===== src/rtl/cal_parity_guard.sv =====
module cal_parity_guard #(
  parameter int WORDS = 8,
  parameter int DW = 16,
  parameter int CW = 11,
  parameter int FAIL_CODE = 0,
  localparam int AW = (WORDS > 1) ? $clog2(WORDS) : 1,
  localparam int WW = DW + 1
) (
  input  logic          clk,
  input  logic          rst_n,
  output logic          nv_req,
  output logic [AW-1:0] nv_addr,
  input  logic          nv_valid,
  input  logic [WW-1:0] nv_data,
  input  logic          upset_en,
  input  logic [AW-1:0] upset_addr,
  input  logic [WW-1:0] upset_mask,
  input  logic [AW-1:0] cal_rd_addr,
  output logic [DW-1:0] cal_rd_data,
  input  logic [CW-1:0] meas_code,
  input  logic          link_fault,
  output logic [CW-1:0] out_code,
  output logic          ready,
  output logic          fail
);

  typedef enum logic [1:0] {S_LOAD, S_CHECK, S_RUN, S_FAIL} st_t;

  st_t           st;
  logic [WW-1:0] bank [WORDS];
  logic [AW-1:0] idx;
  logic          waiting;
  logic          reloaded;

  wire last = (idx == AW'(WORDS - 1));
  wire perr = ^bank[idx];
  wire take = (st == S_LOAD) && waiting && nv_valid;

  assign nv_req      = (st == S_LOAD) && !waiting;
  assign nv_addr     = idx;
  assign ready       = (st == S_RUN);
  assign fail        = (st == S_FAIL);
  assign cal_rd_data = bank[cal_rd_addr][DW-1:0];

  always_ff @(posedge clk) begin
    for (int i = 0; i < WORDS; i++) begin
      if (take && idx == AW'(i))
        bank[i] <= nv_data;
      else if (upset_en && upset_addr == AW'(i))
        bank[i] <= bank[i] ^ upset_mask;
    end
  end

  always_ff @(posedge clk or negedge rst_n) begin
    if (!rst_n) begin
      st       <= S_LOAD;
      idx      <= '0;
      waiting  <= 1'b0;
      reloaded <= 1'b0;
    end else begin
      case (st)
        S_LOAD: begin
          if (!waiting) begin
            waiting <= 1'b1;
          end else if (nv_valid) begin
            waiting <= 1'b0;
            if (last) begin
              idx <= '0;
              st  <= S_CHECK;
            end else begin
              idx <= idx + 1'b1;
            end
          end
        end
        S_CHECK: begin
          if (perr) begin
            idx <= '0;
            if (reloaded) begin
              st <= S_FAIL;
            end else begin
              reloaded <= 1'b1;
              st       <= S_LOAD;
            end
          end else if (last) begin
            idx      <= '0;
            reloaded <= 1'b0;
            st       <= S_RUN;
          end else begin
            idx <= idx + 1'b1;
          end
        end
        S_RUN: begin
          if (perr) begin
            idx      <= '0;
            reloaded <= 1'b1;
            st       <= S_LOAD;
          end else begin
            idx <= last ? '0 : idx + 1'b1;
          end
        end
        default: st <= S_FAIL;
      endcase
    end
  end

  always_ff @(posedge clk or negedge rst_n) begin
    if (!rst_n)
      out_code <= CW'(FAIL_CODE);
    else
      out_code <= (st == S_RUN && !link_fault) ? meas_code : CW'(FAIL_CODE);
  end

endmodule


===== config.mk =====
export PLATFORM = sky130hd
export DESIGN_NAME = cal_parity_guard
export DESIGN_NICKNAME = d
export VERILOG_FILES = /design/src/rtl/cal_parity_guard.sv
export SDC_FILE = /design/constraint.sdc
export NUM_CORES = 1
export LEC_CHECK = 0
export ABC_AREA = 1
export BUFFER_PORTS_ARGS = -buffer_cell sky130_fd_sc_hd__buf_2
export CORE_AREA = 4 4 137 205
export CTS_CLUSTER_SIZE = 14
export DETAILED_ROUTE_END_ITERATION = 16
export DIE_AREA = 0 0 141 209
export PLACE_DENSITY = 0.6
export SKIP_LAST_GASP = 1
export SLEW_MARGIN = 20
export SYNTH_ARGS = -nofsm -noshare
export SYNTH_HDL_FRONTEND = slang
export SYNTH_SLANG_ARGS = --single-unit

===== constraint.sdc =====
create_clock -name clk -period 3.3 [get_ports clk]
set_input_delay 0.66 -clock clk [delete_from_list [all_inputs] [get_ports clk]]
set_output_delay 0.66 -clock clk [all_outputs]
set_load 0.01 [all_outputs]

======== Word-level counts from Yosys, hierarchy flattened ========
Memories as Yosys holds them, arrays and structs flattened.
Cells that the tools add are included.
word-level totals
  input port bits ......................... 56
  word-level logic and storage cells ...... 145
  output and inout bits ................... 33
  register bits after elaboration ......... 18
  RAM bits ................................ 136
  memories kept ........................... 1
memory list
  name  depth  bits a word  read ports  clocked after Yosys merged registers in  wr ports  RTL line  RTL
  bank  8      17           10          0                                        8         30        logic [WW-1:0] bank [WORDS];
cells by class
  muxes and demuxes ....................... 68
  add/sub/neg operators ................... 1
  reduce and logical (&&, ||, !) cells .... 32
  equality and inequality tests ........... 22
  bitwise operators ....................... 16
operator list
  operator                                                               number
  17-bit two-way mux                                                     8
  17-bit bitwise XOR                                                     8
  1-bit two-way mux                                                      45
  3-bit equality test, second input constant                             8
  1-bit logical AND                                                      20
  17-bit parity                                                          1
  2-bit two-way mux                                                      7
  3-bit by 2-bit equality test with 1-bit output, second input constant  4
  3-bit two-way mux                                                      4
  11-bit two-way mux                                                     1
  1-bit OR                                                               8
  3-bit by 1-bit equality test with 1-bit output, second input constant  2
  3-bit zero test                                                        2
  2-bit inequality test, second input constant                           3
  2-bit case mux with 3 select lines                                     1
  3-bit case mux with 2 select lines                                     1
  3-bit AND reduction                                                    2
  5-bit AND reduction                                                    1
  2-bit equality test, second input constant                             2
  2-bit nonzero test                                                     2
  3-bit by 1-bit adder with 3-bit output, second input constant          1
  3-bit inequality test, second input constant                           1
  2-bit by 1-bit equality test with 1-bit output, second input constant  1
  1-bit zero test                                                        2
  other kinds (4)                                                        4

======== Logic depth before layout (Yosys ltp) ========
  word-level depth ........................ 7
  depth in mapped cells ................... 23
  mapped depth without buffers ............ 21

======== Worst setup path before layout ========
OpenSTA, ideal clock, no wires.
  kind .................................... input -> register
  start ................................... input upset_en
  end ..................................... memory bank[3][0] (netlist name), enable pin
  path slack .............................. 0.783 ns
  path buffers ............................ 0
  setup time .............................. 0.415 ns
  stages on the path ...................... 4
  arrival time ............................ 2.103 ns
  data required time ...................... 2.885 ns
  path through ............................ inv_1 -> nor2_1 -> inv_1 -> o21ai_0
RTL lines
  what                RTL line  RTL
  start: declaration  15        input logic upset_en,
  end: declaration    30

======== Worst setup path in the final report ========
  start ................................... input cal_rd_addr[1]
  end ..................................... output cal_rd_data[5]
between the ends
  longest elaborated chain between the ends .. 1
RTL lines
  what                RTL line  RTL
  start: declaration  18        input logic [AW-1:0] cal_rd_addr,
  memory 8 x 17 bit   --
  end: declaration    19        output logic [DW-1:0] cal_rd_data,
Every way passes these cells.

==> impl_metrics.ini <==
[clocking]
cts_tree = yes
cts.sinks = 154
htree_levels = 4
root_buffer = clkbuf_16
cts_hold_buf = 0
cts_made_buffers = 17
cts_resized = 0
cts_setup_buffers = 0
worst_skew_pair.late_latency_ps = 450
clkTransAtPathRegs_ps = 70
cts_buffer_depth = 2

[route]
met2_wirelength_microns = 16700
ant_nets = 0
num_vias = 9756
highest_layer = met4
wl_met3_microns = 1630
wl_per_cell_microns = 17.8
drt-met1-wl_microns = 13800
first_pass_iters = 5
drt-initial-drc-count = 692
drc = 0
drt_wl_total_microns = 32900
viasPerCell = 5.29

[setup_path]
cpMostUsedCell = buf_2
critPathMaxFanout = 17
cp_data_arrival_time_ps = 2120
r2r_setup_slack_ps = 640
startpoint_type = primary input
crit_chain = buf_2 > inv_2 > buf_4 > a21oi_1 > a221oi_1 > a31oi_1 > buf_2
setup.worst_path.class = primary input to output pin
reg2reg_to = st[0]
endpoint = cal_rd_data[5]
cp.required_ps = 2640
crit_start = cal_rd_addr[1]
max_stage_delay_ps = 340
r2r_cells = 21
endpoint_kind = output pin
cpMaxStageDelayCell = inv_2
r2r-start = nv_addr[0]

[floorplanning]
initial_core_util_pct = 41.5
fp.dieH_microns = 209
dieWidth_microns = 141
pin_count = 89
die-area_sq_um = 29500
core_region_area_sq_um = 26300
rows = 73

[global_routing]
grt_first_pass_wirelength_microns = 51800
grt_antenna_before_repair = 1
grt_max_degree = 71
track_usage_pct = 22.6
gr-total-overflow = 0
grt_pass1_vias = 9351

[synthesis]
yosys_warnings = 0
syn_area_per_cell_sq_um = 7.55
synth_cell_types = 35
synth_area_leader_cell = edfxtp_1
syn_inst = 1448
netlist_area_sq_um = 10900
synth.area.top_cells = edfxtp_1, nand2_1, xor2_1, o21ai_0, inv_1
netlist.area_leader.share_pct = 37.4
syn_nets = 1514
synth-seq-cells = 154
synth.yosys.seq_area_share_pct = 41.5

[timing]
rsz0062_at_grt = false
post-route-min-period_ps = 2780
finClkSkew_ps = 7.98
fin_crit_sh_pct = 84.3
relSlewSlack_pct = 27.6
final_max_slew_viol_count = 0
setup_tns_ps = 0
hold_violations = 0
finalSetupViolCount = 0
hold_ws_ps = 138
worst_pin_slew_ps = 1090
clock.fmax_mhz = 359

[cells_and_area]
area_delta_synth_final_pct = 13.2
layout-drive-gt1-share_pct = 12.4
fill_cells = 2585
fin_nets = 1559

[hold_path]
min_path_type = primary input to async pin

[outcome]
status = finished clean

[power_and_ir_drop]
powerDensity_nw_per_um2 = 676
peakVddDrop_mv = 0.437
leakage_nw = 5.40

[place]
place_hpwl_microns = 21500
numPortBuffers = 88
routabilityCongestion = 0.852

[run]
cap_violations = 0
[cell usage in the layout (no fill, tap or decap), drive strengths merged]
cell type  Yosys  routed
nor3           1       1
a21oi         46      46
a221oi         9       9
nand3b         3       3
o22ai          1       1
nand2        452     452
nand3         68      68
diode          0       1
o211ai        18      18
clkbuf        48      18
clkinv         1       5
or2            1       1
nor3b          1       1
inv          140     150
ha            10      10
o21ai        219     219
o221ai         2       2
buf           50     124
dfrtp         18      18
edfxtp       136     136
nor2          65      65
xor2         136     136
and3           4       4
a31oi         19      19
[synthesized netlist by cell type, drive strengths merged]
master	n
buf	50
xor2	136
a221oi	9
nor2	65
or2	1
edfxtp	136
nand2	452
and3	4
ha	10
dfrtp	18
o22ai	1
nand3b	3
nand3	68
a31oi	19
o221ai	2
inv	140
a21oi	46
nor3	1
clkbuf	48
o211ai	18
clkinv	1
nor3b	1
o21ai	219
[flip-flops by register name (all words and copies together), names as in the netlist]
register and cells:
out_code 11, st 2, bank 136, waiting 1, nv_addr 3, reloaded 1
[layout make-up]
class,count,area [sq um],area share [%]
Tap cell,337,422,3.41
Multi-Input combinational cell,1055,5480,44.3
Clock buffer,18,450,3.64
Sequential cell,154,4540,36.7
Inverter,141,532,4.30
Antenna cell,1,2.50,0.0202
Clock inverter,14,124,1.00
Timing Repair Buffer,124,826,6.67
[logic make-up after synthesis]
logic type                 after synthesis  synth area share [%]
and+or+nand+nor                        595                  21.7
AOI/OAI and AO/OA                      314                  15.7
buffers and inverters                  239                  8.99
DFF                                    154                  41.5
xor gates and xnor gates               136                  10.9
adders and majority gates               10                  1.15
[stage by stage]
| stage | setup WS, ps | power, mW | area (sq um) | cells | utilization [%] |
|---|---|---|---|---|---|
| 2_1_floorplan | 783 | 5.37 | 10900 | 1448 | - |
| 3_3_place_gp | 524 | 6.34 | 11700 | 1809 | 44.6 |
| 3_5_place_dp | 560 | 6.40 | 11700 | 1809 | 44.6 |
| 4_1_cts | 541 | 8.40 | 12300 | 1841 | 46.8 |
| 5_1_grt | 340 | 8.96 | 12400 | 1844 | 47.0 |
| 6_report | 517 | 8.36 | 12400 | 1844 | 47.0 |
[power by group]
| part | total, mW | internal (mW) | switching, mW |
|---|---|---|---|
| clock network | 1.97 | 1.04 | 0.934 |
| registers | 2.53 | 2.35 | 0.179 |
| logic | 3.86 | 1.25 | 2.60 |
[layer usage]
| metal | vias up | global-route usage (%) |
|---|---|---|
| met5 | - | 0 |
| met4 | 0 | 8.16 |
| met3 | 60 | 3.57 |
| met2 | 320 | 39.5 |
| met1 | 4552 | 28.1 |
| li1 | 4824 | - |
[how the worst min path moves through the flow]
stage                     startpoint           to
after floorplan                rst_n   nv_addr[0]
after global placement      reloaded     reloaded
after detailed placement    reloaded     reloaded
after CTS                      rst_n      waiting
after global routing           rst_n  out_code[1]
final                          rst_n      waiting
[worst max-delay path: cells and delay by family]
family / cells / cell delay, ps
compound gates: 3 / 460
buf+inv: 4 / 980
Note: power is estimated with default switching activity, not from simulation.
